[src/rtl/cwrx_pkg.sv]
package cwrx_pkg;
  localparam int BUS_W = 32;
  localparam int SEL_W = $clog2(BUS_W);
  localparam int IDX_W = 10;
  localparam int CNT_W = 8;

  typedef enum logic [2:0] {
    REG_STROBE = 3'd0,
    REG_VALID  = 3'd1,
    REG_MASK   = 3'd2,
    REG_SHIFT  = 3'd3,
    REG_DELAY  = 3'd4,
    REG_GAP    = 3'd5
  } reg_addr_e;

  typedef struct packed {
    logic [SEL_W-1:0] strobe_sel;
    logic [SEL_W-1:0] valid_sel;
    logic [BUS_W-1:0] mask;
    logic [SEL_W-1:0] shift;
    logic [CNT_W-1:0] delay;
    logic [CNT_W-1:0] min_gap;
  } rx_cfg_t;
endpackage

[src/rtl/cwrx_cfg.sv]
module cwrx_cfg
  import cwrx_pkg::*;
#(
  parameter int SLOT_CYCLES    = 8,
  parameter int DEF_MIN_GAP    = 2,
  parameter int DEF_STROBE_PIN = 31,
  parameter int DEF_VALID_PIN  = 30
) (
  input  logic             clk,
  input  logic             rst_n,
  input  logic             we,
  input  logic [2:0]       addr,
  input  logic [BUS_W-1:0] wdata,
  output rx_cfg_t          cfg
);
  localparam logic [BUS_W-1:0] DEF_MASK = BUS_W'((1 << IDX_W) - 1);

  always_ff @(posedge clk) begin
    if (!rst_n) begin
      cfg.strobe_sel <= SEL_W'(DEF_STROBE_PIN);
      cfg.valid_sel  <= SEL_W'(DEF_VALID_PIN);
      cfg.mask       <= DEF_MASK;
      cfg.shift      <= '0;
      cfg.delay      <= CNT_W'(SLOT_CYCLES / 2);
      cfg.min_gap    <= CNT_W'(DEF_MIN_GAP);
    end else if (we) begin
      case (addr)
        REG_STROBE: cfg.strobe_sel <= wdata[SEL_W-1:0];
        REG_VALID:  cfg.valid_sel  <= wdata[SEL_W-1:0];
        REG_MASK:   cfg.mask       <= wdata;
        REG_SHIFT:  cfg.shift      <= wdata[SEL_W-1:0];
        REG_DELAY:  cfg.delay      <= wdata[CNT_W-1:0];
        REG_GAP:    cfg.min_gap    <= wdata[CNT_W-1:0];
        default: ;
      endcase
    end
  end
endmodule

[src/rtl/cwrx_sync.sv]
module cwrx_sync #(
  parameter int W      = 32,
  parameter int STAGES = 2
) (
  input  logic         clk,
  input  logic         rst_n,
  input  logic [W-1:0] din,
  output logic [W-1:0] dout
);
  logic [W-1:0] stg [STAGES];

  for (genvar i = 0; i < STAGES; i++) begin : g_stage
    if (i == 0) begin : g_first
      always_ff @(posedge clk) begin
        if (!rst_n) stg[0] <= '0;
        else        stg[0] <= din;
      end
    end else begin : g_next
      always_ff @(posedge clk) begin
        if (!rst_n) stg[i] <= '0;
        else        stg[i] <= stg[i-1];
      end
    end
  end

  assign dout = stg[STAGES-1];
endmodule

[src/rtl/cwrx_slot_timer.sv]
module cwrx_slot_timer
  import cwrx_pkg::*;
#(
  parameter int SYNC_STAGES = 2
) (
  input  logic             clk,
  input  logic             rst_n,
  input  logic [BUS_W-1:0] bus,
  input  rx_cfg_t          cfg,
  output logic             edge_det,
  output logic             capture,
  output logic             warm_done,
  output logic             err_spacing
);
  localparam int WARM_LAST = SYNC_STAGES + 1;
  localparam int WARM_W    = $clog2(WARM_LAST + 1);
  localparam logic [CNT_W-1:0] CNT_ONE = CNT_W'(1);
  localparam logic [CNT_W-1:0] CNT_MAX = '1;

  logic [WARM_W-1:0] warm_cnt;
  logic              strb_prev;
  logic              strb_cur;
  logic              armed;
  logic [CNT_W-1:0]  dly_cnt;
  logic              fire;
  logic              seen;
  logic [CNT_W-1:0]  gap_cnt;

  assign warm_done = (warm_cnt == WARM_W'(WARM_LAST));
  assign strb_cur  = bus[cfg.strobe_sel];
  assign edge_det  = warm_done && (strb_cur != strb_prev);

  // warm-up: hold off edge detection until the sync chain holds real data
  always_ff @(posedge clk) begin
    if (!rst_n)          warm_cnt <= '0;
    else if (!warm_done) warm_cnt <= warm_cnt + WARM_W'(1);
  end

  always_ff @(posedge clk) begin
    if (!rst_n) strb_prev <= 1'b0;
    else        strb_prev <= strb_cur;
  end

  // sampling-point timer
  assign fire    = (edge_det && (cfg.delay == '0)) || (armed && (dly_cnt == '0));
  assign capture = fire && bus[cfg.valid_sel];

  always_ff @(posedge clk) begin
    if (!rst_n) begin
      armed   <= 1'b0;
      dly_cnt <= '0;
    end else if (edge_det && (cfg.delay != '0)) begin
      armed   <= 1'b1;
      dly_cnt <= cfg.delay - CNT_ONE;
    end else if (armed) begin
      if (dly_cnt == '0) armed   <= 1'b0;
      else               dly_cnt <= dly_cnt - CNT_ONE;
    end
  end

  // strobe spacing monitor
  always_ff @(posedge clk) begin
    if (!rst_n) begin
      seen        <= 1'b0;
      gap_cnt     <= CNT_MAX;
      err_spacing <= 1'b0;
    end else begin
      err_spacing <= edge_det && seen && (gap_cnt < cfg.min_gap);
      if (edge_det) begin
        seen    <= 1'b1;
        gap_cnt <= CNT_ONE;
      end else if (gap_cnt != CNT_MAX) begin
        gap_cnt <= gap_cnt + CNT_ONE;
      end
    end
  end
endmodule

[src/rtl/cwrx_extract.sv]
module cwrx_extract
  import cwrx_pkg::*;
(
  input  logic [BUS_W-1:0] bus,
  input  logic [BUS_W-1:0] mask,
  input  logic [SEL_W-1:0] shift,
  output logic [IDX_W-1:0] index
);
  logic [BUS_W-1:0] field;

  always_comb begin
    field = (bus & mask) >> shift;
    index = field[IDX_W-1:0];
  end
endmodule

[src/rtl/cw_strobe_rx.sv]
module cw_strobe_rx
  import cwrx_pkg::*;
#(
  parameter int SYNC_STAGES    = 2,
  parameter int SLOT_CYCLES    = 8,
  parameter int DEF_MIN_GAP    = 2,
  parameter int DEF_STROBE_PIN = 31,
  parameter int DEF_VALID_PIN  = 30
) (
  input  logic             clk,
  input  logic             rst_n,
  input  logic [BUS_W-1:0] dio_in,
  input  logic             cfg_we,
  input  logic [2:0]       cfg_addr,
  input  logic [BUS_W-1:0] cfg_wdata,
  output logic             evt_valid,
  input  logic             evt_ready,
  output logic [IDX_W-1:0] evt_index,
  output logic             err_spacing
);
  rx_cfg_t          cfg;
  logic [BUS_W-1:0] bus_s;
  logic             edge_det;
  logic             capture;
  logic             warm_done;
  logic [IDX_W-1:0] idx_now;

  cwrx_cfg #(
    .SLOT_CYCLES   (SLOT_CYCLES),
    .DEF_MIN_GAP   (DEF_MIN_GAP),
    .DEF_STROBE_PIN(DEF_STROBE_PIN),
    .DEF_VALID_PIN (DEF_VALID_PIN)
  ) u_cfg (
    .clk  (clk),
    .rst_n(rst_n),
    .we   (cfg_we),
    .addr (cfg_addr),
    .wdata(cfg_wdata),
    .cfg  (cfg)
  );

  cwrx_sync #(.W(BUS_W), .STAGES(SYNC_STAGES)) u_sync (
    .clk  (clk),
    .rst_n(rst_n),
    .din  (dio_in),
    .dout (bus_s)
  );

  cwrx_slot_timer #(.SYNC_STAGES(SYNC_STAGES)) u_timer (
    .clk        (clk),
    .rst_n      (rst_n),
    .bus        (bus_s),
    .cfg        (cfg),
    .edge_det   (edge_det),
    .capture    (capture),
    .warm_done  (warm_done),
    .err_spacing(err_spacing)
  );

  cwrx_extract u_extract (
    .bus  (bus_s),
    .mask (cfg.mask),
    .shift(cfg.shift),
    .index(idx_now)
  );

  // single-entry output stage; a fresh capture replaces a pending event
  always_ff @(posedge clk) begin
    if (!rst_n) begin
      evt_valid <= 1'b0;
      evt_index <= '0;
    end else if (capture) begin
      evt_valid <= 1'b1;
      evt_index <= idx_now;
    end else if (evt_ready) begin
      evt_valid <= 1'b0;
    end
  end
endmodule

[config.mk]
export PLATFORM = sky130hd
export DESIGN_NAME = cw_strobe_rx
export DESIGN_NICKNAME = d
export VERILOG_FILES = /design/src/rtl/cwrx_pkg.sv /design/src/rtl/cwrx_cfg.sv /design/src/rtl/cwrx_sync.sv /design/src/rtl/cwrx_slot_timer.sv /design/src/rtl/cwrx_extract.sv /design/src/rtl/cw_strobe_rx.sv
export SDC_FILE = /design/constraint.sdc
export NUM_CORES = 1
export LEC_CHECK = 0
export ABC_CLOCK_PERIOD_IN_PS = 3350
export BUFFER_PORTS_ARGS = -buffer_cell sky130_fd_sc_hd__buf_2
export CAP_MARGIN = 20
export CORE_ASPECT_RATIO = 1.5
export CORE_MARGIN = 2
export CORE_UTILIZATION = 40
export DETAILED_ROUTE_END_ITERATION = 10
export PLACE_DENSITY = 0.55
export SYNTH_ARGS = -nofsm -noshare
export SYNTH_HDL_FRONTEND = slang
export SYNTH_SLANG_ARGS = --single-unit
export TNS_END_PERCENT = 100
[constraint.sdc]
create_clock -name clk -period 3.35 [get_ports clk]
set_input_delay 0.5025 -clock clk [delete_from_list [all_inputs] [get_ports clk]]
set_output_delay 0.5025 -clock clk [all_outputs]
set_load 0.005 [all_outputs]
==> results.yml, run 1 <==
run:
  maxCapViolations: 0
timing:
  setup_ws_ns: 0.2901
  whs_ns: 0.2767
  report.final.hold_viol_count: 0
  drv_slew: 0
  max_freq_mhz: 326.8
  tightest_slew_ns: 0.9888
  rsz0062_at_grt: "no"
  fin_worst_skew_ns: 0.01230
  slew_headroom_pct: 33.57
  min_period_ns: 3.060
  period_share_pct: 91.34
  fin_setup_tns_ns: 0
  setup_viol: 0
power:
  peakVddDrop_mv: 0.3739
  p_sw_mw: 1.236
  power_mw: 4.689
  p_leak_nw: 3.556
  p_int_mw: 3.453
  power_density_nw_per_um2: 511.7
  swShare_pct: 26.35
  p_seq_share_pct: 45.1
  pwr-share-clk_pct: 43.1
  combPwrFrac_pct: 11.8
worst_setup_path:
  path_class: "reg2reg"
  critPathMaxFanout: 17
  end_kind: "flop"
  cp_data_required_time_ns: 3.69
  r2r_cells: 14
  crit_arrival_ns: 3.40
  cp-start-kind: "flop"
cts:
  hold_buffers: 0
  cts.clk_slew.worst_paths_ns: 0.07
  cts_num_sinks: 160
  cts_tree: "built"
  cts_max_path_buffers: 2
  root_buffer: "clkbuf_16"
  clkLatencyLatePin_ns: 0.43
  cts-htree-levels: 4
  cts_made_buffers: 17
global_route:
  grt_pass1_vias: 6328
  use_met3_pct: 3.383
  antenna_found_initial: 0
  grt_util_all_layers_pct: 20.03
  grt-busiest-layer: "met2"
  grt_overflow: 0
  grt_pass1_wl_um: 33330
  grt_max_degree: 65
  met1_usage_pct: 22.99
  grtUsageMet2_pct: 36.21
finish:
  areaGrowthSynthToFinish_pct: 14.89
  fin_nets: 998
  diodes: 0
  final_util_pct: 46.50
  drive_above_1_share_pct: 20.45
detailed_routing:
  routed_wirelength_um: 20400
  first_iter_violations: 411
  dr.pass1.iters: 5
  via_count: 6350
  drc: 0
  wl_per_cell_um: 17.16
  viasPerCell: 5.341
  drtAntennaViolNets: 0
yosys:
  synth_edf_count: 0
  yosysSeqAreaShare_pct: 40.16
  synthCells: 851
  avgSynthCellArea_um2: 9.373
  ys_seq_elements: 160
  synthDistinctLibCells: 76
  synthArstFlopShare_pct: 0
  yosys_warnings: 0
  syn_nets: 932
  syn_area_um2: 7976
  synth_flop_cell: "dfxtp_1"
floorplanning:
  io_pins: 83
  start_util_pct: 40.48
  rows: 63
  die_area_um2: 21110
  die_y_um: 177.0
  core-area_um2: 19710
  die_w_um: 119.3
run_status:
  status: "complete, no violations"
hold_path:
  hold_depth: 2
  hp-class: "in2reg"
placed_design:
  globalplace.congestion: 0.9304
  hpwlAfterDp_um: 15160
  pre_cts_slack_ns: 0.2191
  port_buffers: 82
-- Yosys cell counts (3+ instances only) --
| cell type | number | share of area (%) |
|---|---|---|
| o22ai_1 | 7 | 0.55 |
| clkbuf_1 | 30 | 1.4 |
| o21a_1 | 4 | 0.38 |
| nand2b_1 | 8 | 0.63 |
| or3_1 | 5 | 0.39 |
| mux4_2 | 38 | 11 |
| ha_1 | 10 | 1.6 |
| and2_1 | 66 | 5.2 |
| nor2_1 | 35 | 1.6 |
| dfxtp_1 | 160 | 40 |
| clkbuf_8 | 5 | 0.86 |
| a22oi_1 | 7 | 0.66 |
| o31ai_1 | 3 | 0.28 |
| xor2_1 | 6 | 0.66 |
| nor2b_1 | 5 | 0.39 |
| o311a_1 | 3 | 0.38 |
| buf_2 | 9 | 0.56 |
| a21oi_1 | 45 | 2.8 |
| a211oi_1 | 7 | 0.66 |
| nand3_1 | 24 | 1.5 |
| o211ai_1 | 23 | 2.2 |
| a32oi_1 | 9 | 0.99 |
| mux2i_1 | 46 | 5.8 |
| nor3_1 | 19 | 1.2 |
| nand3b_1 | 3 | 0.28 |
| o21ai_0 | 19 | 1.2 |
| inv_1 | 13 | 0.61 |
| a31oi_1 | 3 | 0.24 |
| nand2_1 | 167 | 7.9 |
| xnor2_1 | 8 | 0.88 |
| o211a_1 | 3 | 0.38 |
| o311ai_0 | 3 | 0.33 |
-- logic make-up (layout without fill, tap and decap cells) --
group / count (synthesis) / in the layout / share of synthesized area (%)
buffers and inverters: 67 / 145 / 4.471
XOR/XNOR: 14 / 14 / 1.537
multiplexers: 86 / 86 / 16.78
flip-flops: 160 / 160 / 40.16
AO/OA/AOI/OAI: 152 / 152 / 12.93
adder cells (fa/ha/maj): 10 / 10 / 1.569
AND/OR/NAND/NOR: 362 / 362 / 22.56
-- power groups by stage --
stage	clock network, mW	logic [mW]	registers [mW]
finish	2.02	0.555	2.11
global route	2.14	0.635	2.13
CTS	2.06	0.562	2.11
detailed placement	0	0.560	2.15
global placement	0	0.552	2.15
floorplan	0	0.432	2.11
-- worst max-delay path, stage by stage (launching register included) --
cell and delay [ns]:
dfxtp_1 0.31, buf_4 0.28, mux2i_1 0.24, a22oi_1 0.09, nand3_1 0.11, nand2_2 0.12
o211a_1 0.34, nor2_2 0.24, mux2i_1 0.23, ha_1 0.25, nand2_1 0.12, nor3_1 0.21
xor2_1 0.17, nor3_1 0.06, a211oi_1 0.21
-- layer usage --
metal | vias up | routed length, um | share of wire (%)
li1 | 3171 | - | -
met1 | 2992 | 8308 | 41
met2 | 145 | 10660 | 52
met3 | 42 | 666 | 3.3
met4 | 0 | 766 | 3.8
met5 | - | 0 | 0
-- flip-flops by register name, indices dropped and copies added, names as in the netlist --
signal	count
evt_index	10
evt_valid	1
u_cfg.cfg	63
u_sync.stg	64
u_timer.armed	1
u_timer.dly_cnt	8
u_timer.err_spacing	1
u_timer.gap_cnt	8
u_timer.seen	1
u_timer.strb_prev	1
u_timer.warm_cnt	2
-- layout by cell type, fill, tap and decap left out, drive strengths merged, types with 6 or more instances in the layout --
master / count
inv: 20
ha: 10
mux4: 38
o22ai: 7
a211oi: 7
a22oi: 7
mux2i: 46
or3: 6
nand3: 24
a32oi: 9
nor2: 37
xor2: 6
and2: 67
o211ai: 24
nor3: 20
nand2: 169
o21ai: 19
buf: 100
dfxtp: 160
a21oi: 45
clkbuf: 17
nand2b: 8
xnor2: 8
-- through the flow --
| step | std cells | instance area (um2) |
|---|---|---|
| finish | 1189 | 9164 |
| global route | 1189 | 9164 |
| CTS | 1189 | 9161 |
| detailed placement | 1158 | 8558 |
| global placement | 1158 | 8558 |
| floorplan | 851 | 7976 |
-- worst paths after layout --
path	start	to	slack, ns
worst max-delay path	u_cfg.cfg[59]	u_timer.dly_cnt[4]	0.29
worst min-delay path	dio_in[15]	u_sync.stg[0][15]	0.28
worst max register to register	u_cfg.cfg[59]	u_timer.dly_cnt[4]	0.29
worst min register to register	u_sync.stg[0][10]	u_sync.stg[1][10]	0.43
-- timing repair --
| item | in CTS | in global routing |
|---|---|---|
| endpoints found under the hold margin | 0 | 0 |
| buffers inserted | 0 | 0 |
| resized for setup | 0 | 1 |
| endpoints found under the setup margin | 0 | 1 |
-- cell type report --
| type | instances | area, um2 |
|---|---|---|
| fillers | 1948 | 10540 |
| multi-input cells | 624 | 4419 |
| flip-flops and latches | 160 | 3203 |
| repair buffers | 100 | 560.5 |
| clock buffers | 17 | 425.4 |
| well taps | 260 | 325.3 |
| clock inverters | 14 | 177.7 |
| inverters | 14 | 52.55 |
(Power assumes the default switching activity.)
==> inputs of run 2 (changes only) <==
--- a/config.mk
+++ b/config.mk
@@ -5,7 +5,7 @@
 export SDC_FILE = /design/constraint.sdc
 export NUM_CORES = 1
 export LEC_CHECK = 0
-export ABC_CLOCK_PERIOD_IN_PS = 3350
+export ABC_CLOCK_PERIOD_IN_PS = 3500
 export BUFFER_PORTS_ARGS = -buffer_cell sky130_fd_sc_hd__buf_2
 export CAP_MARGIN = 20
 export CORE_ASPECT_RATIO = 1.5
==> constraint.sdc (replaced) <==
create_clock -name clk -period 3.5 [get_ports clk]
set_input_delay 0.7 -clock clk [delete_from_list [all_inputs] [get_ports clk]]
set_output_delay 0.7 -clock clk [all_outputs]
set_load 0.005 [all_outputs]
==> run 2 against run 1 <==
  * Utilization is 0.30 points lower
  * Total power is 6.8% lower
  * Sequential power is 4% lower
  * Sequential cell count stayed put
  * Global-route usage is 0.21 points lower
  * First-iteration DRC count is 15% higher
==> results.yml, run 2 (same netlist as run 1, synthesis figures left out) <==
run_status:
  status: "complete, no violations"
worst_setup_path:
  r2r-end: "u_timer.dly_cnt[4]"
  critPathLaunch: "u_cfg.cfg[59]"
  critPathMaxFanout: 17
  r2r-start: "u_cfg.cfg[59]"
  r2r_cells: 14
  path_class: "reg2reg"
  reg2reg_slack_ns: 0.32
  cp-start-kind: "flop"
  end_kind: "flop"
  crit_arrival_ns: 3.51
  cp_data_required_time_ns: 3.83
finish:
  largest_reg_flops: 64
  diodes: 0
  final_common_cell: "nand2_1"
  final_util_pct: 46.20
  stdcell_area_um2: 9105
  drive_above_1_share_pct: 20.26
  areaGrowthSynthToFinish_pct: 14.15
  fin_nets: 997
  top_regs: "u_sync.stg: 64 flops, u_cfg.cfg: 63 flops, evt_index: 10 flops"
  largest-register: "u_sync.stg"
  mostFrequentLayoutCells: "nand2_1, dfxtp_1, buf_2, and2_1, mux2i_1"
  fillerInstances: 1953
timing:
  drv_slew: 0
  report.final.hold_viol_count: 0
  setup_viol: 0
  period_share_pct: 90.77
  min_period_ns: 3.177
  max_freq_mhz: 314.8
  slew_headroom_pct: 33.44
  rsz0062_at_grt: "no"
  tightest_slew_ns: 0.9908
  whs_ns: 0.4267
  fin_setup_tns_ns: 0
  fin_worst_skew_ns: 0.009709
  setup_ws_ns: 0.3231
placed_design:
  pre_cts_slack_ns: 0.3034
  hpwlAfterDp_um: 15000
  dpl_cell_area_um2: 8538
  globalplace.congestion: 0.9083
  port_buffers: 82
detailed_routing:
  first_iter_violations: 474
  drtAntennaViolNets: 0
  wl_per_cell_um: 17.05
  drc: 0
  viasPerCell: 5.342
  dr.pass1.iters: 7
  via_count: 6346
  routed_wirelength_um: 20260
floorplanning:
  die_area_um2: 21110
  rows: 63
  die_y_um: 177.0
  core-area_um2: 19710
  io_pins: 83
  die_w_um: 119.3
  start_util_pct: 40.48
cts:
  cts_num_sinks: 160
  cts_made_buffers: 17
  hold_buffers: 0
  cts-htree-levels: 4
  cts_resized: 0
  clkLatencyLatePin_ns: 0.43
  root_buffer: "clkbuf_16"
  cts_tree: "built"
  cts_max_path_buffers: 2
  cts_setup_buffers: 0
  cts.clk_slew.worst_paths_ns: 0.07
global_route:
  grt_util_all_layers_pct: 19.82
  grt_max_degree: 75
  grt_pass1_vias: 6193
  grt_pass1_wl_um: 32870
  antenna_found_initial: 0
  grt_overflow: 0
power:
  peakVddDrop_mv: 0.3076
  power_density_nw_per_um2: 480.0
  p_leak_nw: 3.526
hold_path:
  hold_depth: 1
  hp-class: "reg2reg"
  min_to: "u_sync.stg[1][11]"
  min_from: "u_sync.stg[0][11]"
run:
  maxCapViolations: 0
[run 2: cell types whose count changed in the layout (fill, tap and decap cells not counted), sizes merged]
cell | before | now
buf | 100 | 99
bufinv | 3 | 1
clkbuf | 17 | 18
clkinvlp | 3 | 4
[run 2: how the worst max path moves through the flow]
stage                              end  cells after the start
floorplan           u_timer.dly_cnt[4]                     16
global placement    u_timer.dly_cnt[4]                     14
detailed placement  u_timer.dly_cnt[4]                     14
CTS                 u_timer.dly_cnt[4]                     14
global route        u_timer.dly_cnt[4]                     14
finish              u_timer.dly_cnt[4]                     14
[run 2: per-stage QoR]
stage,cells,power [mW]
2_1_floorplan,851,2.437
3_3_place_gp,1157,2.587
3_5_place_dp,1157,2.595
4_1_cts,1188,4.415
5_1_grt,1188,4.571
6_report,1188,4.370
[run 2: report_power, final]
group	switching (mW)	internal [mW]	leakage [nW]	total, mW
clock	0.810	1.01	0.269	1.82
sequential	0.0992	1.92	1.31	2.02
combinational	0.279	0.249	1.95	0.528
[run 2: routing by layer]
layer | share of wire [%] | track usage [%] | routed length [um]
met5 | 0 | 0 | 0
met1 | 42 | 22.83 | 8471
met2 | 52 | 35.99 | 10460
met3 | 3.2 | 3.415 | 655
met4 | 3.3 | 8.431 | 669
[run 2: layout make-up]
| type | instances | area (um2) | share of cell area [%] |
|---|---|---|---|
| Multi-Input combinational cell | 624 | 4417 | 48.51 |
| Clock buffer | 18 | 439.2 | 4.823 |
| Inverter | 14 | 52.55 | 0.5772 |
| Tap cell | 260 | 325.3 | 3.573 |
| Timing Repair Buffer | 99 | 540.5 | 5.937 |
| Clock inverter | 13 | 127.6 | 1.402 |
| Sequential cell | 160 | 3203 | 35.18 |
[run 2: critical path: stages (launching register included)]
cell and delay (ns):
dfxtp_1 0.31, buf_4 0.27, mux2i_1 0.23, a211oi_1 0.09, nand3_1 0.12, nand2_2 0.18
o211a_1 0.36, nor2_1 0.31, mux2i_1 0.24, ha_1 0.23, nand2_1 0.11, nor3_1 0.18
xor2_1 0.16, nor3_1 0.06, a211oi_1 0.22
==> inputs of run 3 (changes only) <==
==> constraint.sdc (replaced) <==
create_clock -name clk -period 3.5 [get_ports clk]
set_input_delay 0.525 -clock clk [delete_from_list [all_inputs] [get_ports clk]]
set_output_delay 0.525 -clock clk [all_outputs]
set_load 0.005 [all_outputs]
==> run 3 against run 2 <==
  * Combinational power about the same
  * Global-route usage down 0.31 points
  * Non-clock buffer count unchanged
  * Cell area up 0.44%
  * Critical path type unchanged
  * Critical endpoint unchanged
==> results.yml, run 3 (same netlist as run 1, synthesis figures left out) <==
run_status:
  status: "complete, no violations"
finish:
  mostFrequentLayoutCells: "nand2_1, dfxtp_1, buf_2, and2_1, mux2i_1"
  fin_cells: 1188
  final_common_cell: "nand2_1"
  fin_nets: 997
  top_regs: "u_sync.stg: 64 flops, u_cfg.cfg: 63 flops, evt_index: 10 flops"
  final_util_pct: 46.41
  largest-register: "u_sync.stg"
  largest_reg_flops: 64
  areaGrowthSynthToFinish_pct: 14.65
  drive_above_1_share_pct: 20.15
  diodes: 0
  fillerInstances: 1969
detailed_routing:
  drtAntennaViolNets: 0
  wl_per_cell_um: 16.87
  routed_wirelength_um: 20040
  first_iter_violations: 378
  dr.pass1.iters: 4
  drc: 0
  via_count: 6314
  viasPerCell: 5.315
power:
  peakVddDrop_mv: 0.2848
  swShare_pct: 26.19
  p_leak_nw: 3.546
  p_int_mw: 3.311
  combPwrFrac_pct: 11.8
  p_seq_share_pct: 45.1
  power_density_nw_per_um2: 490.5
  p_sw_mw: 1.174
  pwr-share-clk_pct: 43.1
worst_setup_path:
  crit_arrival_ns: 3.54
  path_class: "reg2reg"
  critPathMaxFanout: 17
  r2r_cells: 14
  critPathSlowestCell: "o211a_1"
  critPathLaunch: "u_cfg.cfg[59]"
  cp_data_required_time_ns: 3.84
  end_kind: "flop"
  crit_path_max_incr_delay_ns: 0.37
  r2r-start: "u_cfg.cfg[59]"
  reg2reg_slack_ns: 0.30
  cp-start-kind: "flop"
  path_cells: "buf_4 -> mux2i_1 -> a211oi_1 -> nand3_1 -> nand2_2 -> o211a_1 -> nor2_1 -> mux2i_1 -> ha_1 -> nand2_1 -> nor3_1 -> xor2_1 -> nor3_1 -> a211oi_1"
timing:
  slew_headroom_pct: 35.67
  setup_viol: 0
  setup_ws_ns: 0.2983
  fin_setup_tns_ns: 0
  fin_worst_skew_ns: 0.02044
  whs_ns: 0.2921
  min_period_ns: 3.202
  tightest_slew_ns: 0.9576
  rsz0062_at_grt: "no"
  drv_slew: 0
  report.final.hold_viol_count: 0
  period_share_pct: 91.48
  max_freq_mhz: 312.3
cts:
  clkLatencyLatePin_ns: 0.43
  hold_buffers: 0
  cts_made_buffers: 17
  cts-htree-levels: 4
  cts_resized: 0
  cts_setup_buffers: 0
  cts_max_path_buffers: 2
  root_buffer: "clkbuf_16"
  cts.clk_slew.worst_paths_ns: 0.06
  cts_num_sinks: 160
  cts_tree: "built"
placed_design:
  globalplace.congestion: 0.9141
  hpwlAfterDp_um: 15040
  pre_cts_slack_ns: 0.2979
  dp_cells: 1157
  port_buffers: 82
floorplanning:
  die_w_um: 119.3
  rows: 63
  start_util_pct: 40.48
  io_pins: 83
  die_area_um2: 21110
  core-area_um2: 19710
  die_y_um: 177.0
global_route:
  grt_util_all_layers_pct: 19.51
  antenna_found_initial: 0
  grt_overflow: 0
  grt_max_degree: 72
  grt_pass1_wl_um: 32240
  grt_pass1_vias: 6089
hold_path:
  hold_depth: 2
  hp-class: "in2reg"
  min_from: "dio_in[17]"
run:
  maxCapViolations: 0
==> run 3: path summary, 6_finish.rpt <==
path | to
setup / recovery | u_timer.dly_cnt[4]
hold / removal | u_sync.stg[0][17]
setup reg to reg | u_timer.dly_cnt[4]
hold reg to reg | u_sync.stg[1][1]
==> run 3: worst max-delay path, delay by kind of cell (launching register included) <==
family | cells | cell delay [ns]
flops | 1 | 0.31
mux | 2 | 0.47
fa+ha+maj | 1 | 0.24
compound gates | 3 | 0.65
xor+xnor | 1 | 0.17
simple gates | 6 | 0.99
buf+inv | 1 | 0.28
==> run 3: stage by stage <==
step           total power, mW  cell area, um2
4_1_cts                  4.530            9145
2_1_floorplan            2.437            7976
6_report                 4.485            9145
3_5_place_dp             2.594            8538
5_1_grt                  4.700            9145
3_3_place_gp             2.586            8538
==> run 3: area by class of cell <==
type,count,area [um2],share of cell area (%)
clock buffers,18,429.2,4.693
repair buffers,99,540.5,5.911
flip-flops and latches,160,3203,35.03
multi-input cells,624,4417,48.30
inverters,14,52.55,0.5746
clock inverters,13,177.7,1.943
well taps,260,325.3,3.557
==> run 3: power by group through the flow <==
stage	registers, mW	clock network, mW	logic, mW
after floorplan	2.02	0	0.413
after global placement	2.06	0	0.524
after detailed placement	2.06	0	0.532
after CTS	2.02	1.97	0.534
after global routing	2.04	2.05	0.615
final	2.02	1.93	0.530
==> run 3: routing by layer <==
layer	GRT usage [%]	up-vias	part of all wire [%]
li1	-	3178	-
met1	22.58	2981	41
met2	35.25	125	53
met3	3.318	30	3.0
met4	8.480	0	2.8
met5	0	-	0
